File: src/rtl/ddc_edid_reader.sv
module ddc_edid_reader #(
  parameter int         QDIV   = 2,
  parameter int         CNT_W  = 9,
  parameter int         ADDR_W = 8,
  parameter logic [6:0] DEV_ID = 7'h50
) (
  input  logic              clk,
  input  logic              rst_n,
  input  logic              reg_wr,
  input  logic [ADDR_W-1:0] reg_addr,
  input  logic [31:0]       reg_wdata,
  output logic [31:0]       reg_rdata,
  input  logic              hpd_evt,
  output logic              scl_o,
  output logic              sda_o,
  input  logic              sda_i,
  output logic              irq
);
  localparam int BUF_WORDS = 16;
  localparam int PTR_W     = $clog2(BUF_WORDS * 4);
  localparam int QC_W      = (QDIV > 1) ? $clog2(QDIV) : 1;
  localparam int CNT_LSB   = 20;
  localparam logic [ADDR_W-1:0] A_CTRL = ADDR_W'(8'h00);
  localparam logic [ADDR_W-1:0] A_IEN  = ADDR_W'(8'h04);
  localparam logic [ADDR_W-1:0] A_STAT = ADDR_W'(8'h08);
  localparam logic [4:0]        IEN_MASK = 5'b11101;

  typedef enum logic [2:0] {S_IDLE, S_START, S_TX, S_TXACK, S_RX, S_RXACK, S_PAUSE, S_STOP} st_t;

  st_t              st;
  logic [QC_W-1:0]  qcnt;
  logic [1:0]       q, seg;
  logic [2:0]       bitn;
  logic [7:0]       sh;
  logic [CNT_W-1:0] rem, ctrl_cnt;
  logic [PTR_W-1:0] wptr;
  logic             nak, err_stop, ctrl_en, cont_req;
  logic [1:0]       ctrl_type;
  logic [4:0]       ien, stat, stat_set, stat_clr;
  logic [31:0]      bufw [BUF_WORDS];
  logic             scl_q, sda_q, scl_nx, sda_nx;
  logic [31:0]      ctrl_word;

  wire unused_wdata = ^{reg_wdata[31:CNT_LSB+CNT_W], reg_wdata[CNT_LSB-1:5]};

  wire ctrl_wr = reg_wr && reg_addr == A_CTRL;
  wire go      = ctrl_wr && st == S_IDLE && !ctrl_en && reg_wdata[0] &&
                 reg_wdata[3:2] == 2'd3 && reg_wdata[CNT_LSB +: CNT_W] != '0;
  wire resume  = st == S_PAUSE && cont_req;
  wire running = st != S_IDLE && st != S_PAUSE;
  wire tick    = running && qcnt == QC_W'(QDIV - 1);
  wire endq    = tick && q == 2'd3;
  wire store   = endq && st == S_RX && bitn == 3'd7;

  assign stat_set[0] = hpd_evt;
  assign stat_set[1] = 1'b0;
  assign stat_set[2] = endq && st == S_STOP && !err_stop;
  assign stat_set[3] = endq && st == S_RXACK && rem != '0 && wptr == '0;
  assign stat_set[4] = endq && st == S_TXACK && nak;
  assign stat_clr    = (reg_wr && reg_addr == A_STAT) ? reg_wdata[4:0] : 5'd0;
  assign irq         = |(stat & ien);
  assign scl_o       = scl_q;
  assign sda_o       = sda_q;

  always_ff @(posedge clk or negedge rst_n)
    if (!rst_n) begin
      ctrl_en <= 1'b0; ctrl_type <= '0; ctrl_cnt <= '0;
      cont_req <= 1'b0; ien <= '0; stat <= '0;
    end else begin
      if (ctrl_wr && st == S_IDLE) begin
        ctrl_en   <= reg_wdata[0];
        ctrl_type <= reg_wdata[3:2];
        ctrl_cnt  <= reg_wdata[CNT_LSB +: CNT_W];
      end
      cont_req <= st == S_PAUSE && !resume && (cont_req || (ctrl_wr && reg_wdata[1]));
      if (reg_wr && reg_addr == A_IEN) ien <= reg_wdata[4:0] & IEN_MASK;
      stat <= (stat & ~stat_clr) | stat_set;
    end

  always_ff @(posedge clk or negedge rst_n)
    if (!rst_n) begin
      st <= S_IDLE; qcnt <= '0; q <= '0; seg <= '0; bitn <= '0; sh <= '0;
      rem <= '0; wptr <= '0; nak <= 1'b0; err_stop <= 1'b0;
    end else if (go) begin
      st <= S_START; qcnt <= '0; q <= '0; seg <= '0; wptr <= '0;
      rem <= reg_wdata[CNT_LSB +: CNT_W]; err_stop <= 1'b0;
    end else if (resume) begin
      st <= S_RX; qcnt <= '0; q <= '0; bitn <= '0;
    end else if (running) begin
      qcnt <= tick ? '0 : qcnt + 1'b1;
      if (tick) begin
        q <= q + 2'd1;
        case (st)
          S_START: if (q == 2'd3) begin
            st <= S_TX; sh <= {DEV_ID, seg == 2'd2}; bitn <= '0;
          end
          S_TX: if (q == 2'd3) begin
            if (bitn == 3'd7) st <= S_TXACK;
            else begin sh <= sh << 1; bitn <= bitn + 3'd1; end
          end
          S_TXACK: begin
            if (q == 2'd2) nak <= sda_i;
            if (q == 2'd3) begin
              if (nak) begin st <= S_STOP; err_stop <= 1'b1; end
              else if (seg == 2'd0) begin seg <= 2'd1; st <= S_TX; sh <= 8'h00; bitn <= '0; end
              else if (seg == 2'd1) begin seg <= 2'd2; st <= S_START; end
              else begin st <= S_RX; bitn <= '0; end
            end
          end
          S_RX: begin
            if (q == 2'd2) sh <= {sh[6:0], sda_i};
            if (q == 2'd3) begin
              if (bitn == 3'd7) begin
                st <= S_RXACK; rem <= rem - 1'b1; wptr <= wptr + 1'b1;
              end else bitn <= bitn + 3'd1;
            end
          end
          S_RXACK: if (q == 2'd3) begin
            bitn <= '0;
            if (rem == '0) st <= S_STOP;
            else if (wptr == '0) st <= S_PAUSE;
            else st <= S_RX;
          end
          S_STOP: if (q == 2'd3) st <= S_IDLE;
          default: st <= S_IDLE;
        endcase
      end
    end

  always_ff @(posedge clk or negedge rst_n)
    if (!rst_n) begin
      for (int i = 0; i < BUF_WORDS; i++) bufw[i] <= '0;
    end else if (store) begin
      bufw[wptr[PTR_W-1:2]][{wptr[1:0], 3'b000} +: 8] <= sh;
    end

  always_comb begin
    scl_nx = 1'b1;
    sda_nx = 1'b1;
    case (st)
      S_START: case (q)
        2'd0: scl_nx = seg == 2'd0;
        2'd2: sda_nx = 1'b0;
        2'd3: begin scl_nx = 1'b0; sda_nx = 1'b0; end
        default: ;
      endcase
      S_TX: begin scl_nx = q == 2'd1 || q == 2'd2; sda_nx = sh[7]; end
      S_TXACK, S_RX: scl_nx = q == 2'd1 || q == 2'd2;
      S_RXACK: begin scl_nx = q == 2'd1 || q == 2'd2; sda_nx = rem == '0; end
      S_PAUSE: scl_nx = 1'b0;
      S_STOP: case (q)
        2'd0: begin scl_nx = 1'b0; sda_nx = 1'b0; end
        2'd1: sda_nx = 1'b0;
        default: ;
      endcase
      default: ;
    endcase
  end

  always_ff @(posedge clk or negedge rst_n)
    if (!rst_n) begin scl_q <= 1'b1; sda_q <= 1'b1; end
    else begin scl_q <= scl_nx; sda_q <= sda_nx; end

  always_comb begin
    ctrl_word = '0;
    ctrl_word[0] = ctrl_en;
    ctrl_word[1] = cont_req;
    ctrl_word[3:2] = ctrl_type;
    ctrl_word[CNT_LSB +: CNT_W] = ctrl_cnt;
    if (reg_addr[ADDR_W-1:6] == (ADDR_W-6)'(1)) reg_rdata = bufw[reg_addr[5:2]];
    else case (reg_addr)
      A_CTRL:  reg_rdata = ctrl_word;
      A_IEN:   reg_rdata = {27'd0, ien};
      A_STAT:  reg_rdata = {27'd0, stat};
      default: reg_rdata = '0;
    endcase
  end


  idle_lines_chk: assert property (@(posedge clk) disable iff (!rst_n)
    (st == S_IDLE && $past(st) == S_IDLE) |-> (scl_o && sda_o));

  sda_stable_chk: assert property (@(posedge clk) disable iff (!rst_n)
    (scl_o && $past(scl_o) && $past(st) != S_START && $past(st) != S_STOP) |-> $stable(sda_o));

  pause_low_chk: assert property (@(posedge clk) disable iff (!rst_n)
    (st == S_PAUSE && $past(st) == S_PAUSE) |-> !scl_o);

  full_point_chk: assert property (@(posedge clk) disable iff (!rst_n)
    $rose(stat[3]) |-> (st == S_PAUSE && wptr == '0));

  cont_paused_chk: assert property (@(posedge clk) disable iff (!rst_n)
    cont_req |-> st == S_PAUSE);

  done_end_chk: assert property (@(posedge clk) disable iff (!rst_n)
    $rose(stat[2]) |-> (st == S_IDLE && rem == '0));

  err_stop_chk: assert property (@(posedge clk) disable iff (!rst_n)
    $rose(stat[4]) |-> st == S_STOP);
endmodule

File: config.mk
export PLATFORM = sky130hd
export DESIGN_NAME = ddc_edid_reader
export DESIGN_NICKNAME = d
export VERILOG_FILES = /design/src/rtl/ddc_edid_reader.sv
export SDC_FILE = /design/constraint.sdc
export NUM_CORES = 1
export LEC_CHECK = 0
export ABC_AREA = 0
export BUFFER_PORTS_ARGS = -buffer_cell sky130_fd_sc_hd__buf_4
export CAP_MARGIN = 20
export CORE_MARGIN = 1
export CORE_UTILIZATION = 55
export DETAILED_ROUTE_END_ITERATION = 12
export PLACE_DENSITY = 0.69
export SYNTH_ARGS = -nofsm -noshare
export SYNTH_HDL_FRONTEND = slang
export SYNTH_SLANG_ARGS = --single-unit
File: constraint.sdc
create_clock -name clk -period 2.55 [get_ports clk]
set_input_delay 0.1275 -clock clk [delete_from_list [all_inputs] [get_ports clk]]
set_output_delay 0.1275 -clock clk [all_outputs]
set_load 0.02 [all_outputs]
; Word level (Yosys, flattened, before mapping)
; Cells that the tools add are included.
[op_classes]
n_addsub = 6
magnitude_cmp = 3
eq_ne = 41
shift = 2
muxes = 89
n_bitwise = 8
n_reduce_logical = 67
[op_table]
columns = cell, count
row1 = bitwise mux 512 bit, 1
row2 = binary-select mux 32 bit (select 4 bit), 1
row3 = demux 32 bit (select 4 bit), 1
row4 = 2-to-1 mux 32 bit, 4
row5 = case mux 29 bit (3 select lines), 1
row6 = 2-to-1 mux 3 bit, 24
row7 = 2-to-1 mux 9 bit, 7
row8 = 2-to-1 mux 8 bit, 7
row9 = 2-to-1 mux 6 bit, 7
row10 = case mux 8 bit (4 select lines), 1
row11 = "variable shift 8 x 7 -> 32 bit, first input constant", 1
row12 = indexed part select 8 x 7 -> 32 bit, 1
row13 = 2-to-1 mux 2 bit, 15
row14 = logical AND 1 bit, 25
row15 = "!= test 4 x 3 -> 1 bit, second input constant", 6
row16 = AND reduction 10 bit, 2
row17 = case mux 3 bit (6 select lines), 1
row18 = AND reduction 6 bit, 3
row19 = nonzero test 2 bit, 9
row20 = nonzero test 9 bit, 2
row21 = "equality test 3 bit, second input constant", 5
row22 = 2-to-1 mux 1 bit, 14
row23 = "!= test 4 bit, second input constant", 3
row24 = AND reduction 12 bit, 1
row25 = 42 further kinds, 74
[word_totals]
reg_bits = 572
in_bits = 45
output_inout_bits = 35

; Depth between registers and ports, before layout
[depth]
ltp_word = 10
mapped_depth = 10
depth_no_buf = 7

; Worst setup path before layout
; No wires, ideal clock.
[synth_timing]
kind = input port to output port
start = input reg_addr[2]
end = output reg_rdata[3]
arrival_ns = 1.996
required_time_ns = 2.423
path_slack_ns = 0.427
stages = 9
n_path_buf = 4
path_cell_list = buf_2 -> buf_4 -> buf_4 -> buf_2 -> mux4_2 -> mux2i_1 -> nor2_1 -> a21oi_1 -> o21ai_0
[synth_via]
elab_chain_len = 5
[synth_lines]
columns = element, line_no
row1 = "start, declared", 10  ; input logic [ADDR_W-1:0] reg_addr,
row2 = inverter 4 -> 5 bit (implied by the code), 170  ; if (reg_addr[ADDR_W-1:6] == (ADDR_W-6)'(1)) reg_rdata = bufw[reg_addr[5:2]];
row3 = binary-select mux 32 bit (select 4 bit), 170
row4 = 2-to-1 mux 32 bit (implied by the code) (2 in series), 170
row5 = 2-to-1 mux 32 bit *, 170
row6 = "end, declared", 12  ; output logic [31:0] reg_rdata,
; Mark *: on every way between the ends. The rest lies on a longest branch, timed or not. The select of a mux whose other input is x is not followed.

; Final worst setup path
[layout_timing]
start = register bufw[108] in the netlist's numbering
end = output reg_rdata[12]
[layout_via]
elab_chain_len = 4
[layout_lines]
columns = element, line_no
row1 = "start, declared", 40  ; logic [31:0] bufw [BUF_WORDS];
row2 = "start signal, assigned by index", 134  ; bufw[wptr[PTR_W-1:2]][{wptr[1:0], 3'b000} +: 8] <= sh;
row3 = binary-select mux 32 bit (select 4 bit), 170
row4 = 2-to-1 mux 32 bit (implied by the code) (2 in series), 170
row5 = 2-to-1 mux 32 bit, 170
; Every way passes these cells. The select of a mux whose other input is x is not followed.

==> impl_results.md <==
* Vias per cell at 6.026
* Post-synthesis mux area share at 15.20%
* Slew Limit Fails at 0
* Initial DRT Pass Iterations at 5
* GRT Total Usage at 28.82%
* CP Cell Sequence: mux4_2 -> mux4_2 -> and2_1 -> buf_4
* Total gr overflow at 0
* Max cap viols at 0
* Clock sinks at 572
* Die height at 218.7 um
* First-pass GRT wire length at 106000 um
* Crit start category: flop
* Pre-CTS setup slack at 140.9 ps
* Clock share of power at 47.7%
* Worst-path clk slew at 60 ps
* Fill cells at 3553
* Largest area contributor in the synthesized netlist: dfrtp_1
* Leakage at 0.01308 uW
* Setup ws final at 57.94 ps
* Syn Area/Cell at 10.82 um^2
* Synth Cell Area at 0.02583 mm^2
* Slowest CP cell: mux4_2
* Cell area after layout at 0.02986 mm^2
* 1st-iter DRT viols at 1741
* Area grow syn2layout at 15.59%
* Top-area cell type share of the netlist area at 55.21%
* Crit. End Element: primary output
* Critical Path RT at 2420 ps
* Worst path max stage delay at 540 ps
* GPL Wtd Cong at 0.8808
* Psw at 4013 uW
* Peak supply drop at 0.5646 mV
* Comb pwr share at 3.5%
* I/O Pins at 80
* ANT nets after route at 0
* Critical Path AT at 2360 ps
* Status: complete, no violations
* Hold crit path type: in -> reg
* DRC viols at 0
* CP Max Fanout at 2
* Number of synthesized flops with an enable pin at 0
* Tcrit/Tclk final at 97.73%
* Fmax at 401.3 MHz
* CTS Buf Count at 59
* DR WL/cell at 21.05 um
* P_int at 14610 uW
* Worst Tran Pin Value at 780.7 ps
* #FFs+latches synth at 572
* Core Area at 0.04646 mm^2
* Sequential element share of the synthesized area at 55.42%
* Post-DP HPWL at 43550 um
* Most frequent CP cell: mux4_2
* Post-synthesis adder-cell area fraction at 0.7749%
* Warnings, synthesis at 0
* Clock Tree Root: clkbuf_16
* CP delay by family, top: multiplexers
* Most frequent cell after synthesis: nand2_1
* Cell Rows at 79
* Count of cell types in the netlist at 65
* Pwr per Cell Area at 623.5 mW/mm^2
* Layout Skew at 20.92 ps
* Initial antenna violation count at 0
* Largest cells by area after synthesis: dfrtp_1, mux4_2, o21ai_0, nand2_1, clkbuf_1
* Slew Limit Headroom at 47.55%
* Clock Latency Late Sink at 620 ps
* Die area at 0.04784 mm^2
* Fraction of layout cells with a size suffix above 1 at 19.07%
* Largest net degree at the start of global routing at 76
* Initial Util at 55.61%
* IO buf count at 61
* Reg power frac at 48.8%
* Ys async rst share at 100.0%
* Number of buffer and inverter stages on the critical path at 1
* WL final at 66320 um
* RSZ-0062 raised after global routing: true
* XOR/XNOR Fraction of Synth Area at 0.3051%
* Largest family of logic cells by synthesized area: multiplexers
* Ys flop type: dfrtp_1
* Tmin final at 2492 ps
* Final hold violations at 0
* Ant. Diodes at 0
* Instance area after placement at 0.02763 mm^2
* CTS Buffer Depth at 3
* Synth top cells by count: nand2_1, dfrtp_1, o21ai_0, mux4_2, clkbuf_1
* Setup violators final at 0
* Die span in x at 218.7 um
* Mapped Nets at 2448
* Area fraction in and, or, nand and nor cells after synthesis at 12.75%
* Vias in the first global route at 18863
* Layout Nets at 2559
* Vias post-DR at 18982
* Synth Area in Compound Gates at 12.49%
* Synthesized netlist cell count at 2387
* Sw Ratio at 21.55%
* Kind of critical path: reg -> out
* Htree depth at 2
* CTS tree: yes
-- layout by cell type, fill, tap and decap left out, drive strengths merged, types with 3 or more instances in the layout --
cell type      n
buf          199
nor3          17
a31oi          4
a21boi         4
inv           20
o21ai        532
nor3b          3
o31ai          4
nor2          42
or3            4
mux2i         32
dlygate4sd3   20
and3           3
mux4         146
nor4           5
nor2b          5
xor2           6
o211ai         3
a21oi         13
a22oi          4
ha            16
and2          20
clkinv        12
a21o          12
clkbuf        86
o22ai         13
nand3         75
a221o          4
mux2          28
dfrtp        570
nand2b         9
o41ai          3
nand2        589
nand4          4
bufinv         6
xnor2          3
-- layer usage --
layer	part of all wire (%)	global-route usage, %	vias up
li1	-	-	8635
met1	43	40.50	9604
met2	48	45.75	610
met3	6.4	4.607	133
met4	3.1	10.28	0
met5	0	0	-
-- area by class of cell --
cell class	count	area, um^2	share of cell area [%]
repair buffers	220	1944	6.511
clock inverters	21	275.3	0.9218
clock buffers	85	1727	5.782
well taps	607	759.5	2.543
inverters	19	71.32	0.2388
multi-input cells	1626	10770	36.06
flip-flops and latches	572	14320	47.94
-- logic make-up (layout without fill, tap and decap cells) --
group	after synthesis	after routing
multiplexers	206	206
adder cells (fa/ha/maj)	16	16
XOR/XNOR	9	9
flip-flops	572	572
AO/OA/AOI/OAI	609	609
buffers and inverters	189	345
AND/OR/NAND/NOR	786	786
-- path summary, 6_finish.rpt --
path	startpoint	end	slack (ps)	cells past startpoint
hold / removal	reg_addr[0]	stat[3]	70	6
setup reg to reg	wptr[1]	bufw[331]	100	5
hold reg to reg	bufw[262]	bufw[262]	470	2
setup / recovery	bufw[108]	reg_rdata[12]	60	4
max in group asynchronous	rst_n	bufw[136]	1540	3
min in group asynchronous	rst_n	bufw[453]	90	2
-- metrics by stage --
step | hold slack, ps | setup TNS (ps) | instances | power, uW | utilization (%)
3_3_place_gp | 163.2 | 0 | 3024 | 9877 | 59.46
2_1_floorplan | -168.1 | 0 | 2387 | 9502 | -
5_1_grt | 96.63 | -16.62 | 3150 | 19180 | 64.28
3_5_place_dp | 174.0 | 0 | 3024 | 9888 | 59.46
4_1_cts | 42.52 | 0 | 3150 | 18760 | 64.22
6_report | 74.43 | 0 | 3150 | 18620 | 64.28
-- registers in the layout, indices dropped and copies added (netlist names), 2 cells and up --
name	cells
bufw	512
ctrl_cnt	9
rem	9
sh	8
wptr	6
stat	5
ien	4
bitn	3
st	3
ctrl_type	2
q	2
seg	2
-- repair_timing --
action,4_1_cts,5_1_grt
pin swaps,0,0
hold buffers,20,0
resized for setup,2,5
endpoints found under the setup margin,2,6
buffers inserted,0,0
endpoints found under the hold margin,184,0
-- tightest hold or removal path: cells and delay by family --
kind                   cells  cell delay, ps
AOI/OAI and AO/OA          1              50
and+or+nand+nor            4             390
buffers and inverters      1              80
-- power by group through the flow --
stage	clock (uW)	sequential, uW	combinational [uW]
after floorplan	0	9250	248
after global placement	0	9250	623
after detailed placement	0	9250	634
after CTS	9020	9090	658
after global routing	9390	9080	708
final	8880	9090	645
No activity file was read; power rests on OpenSTA's default activity.
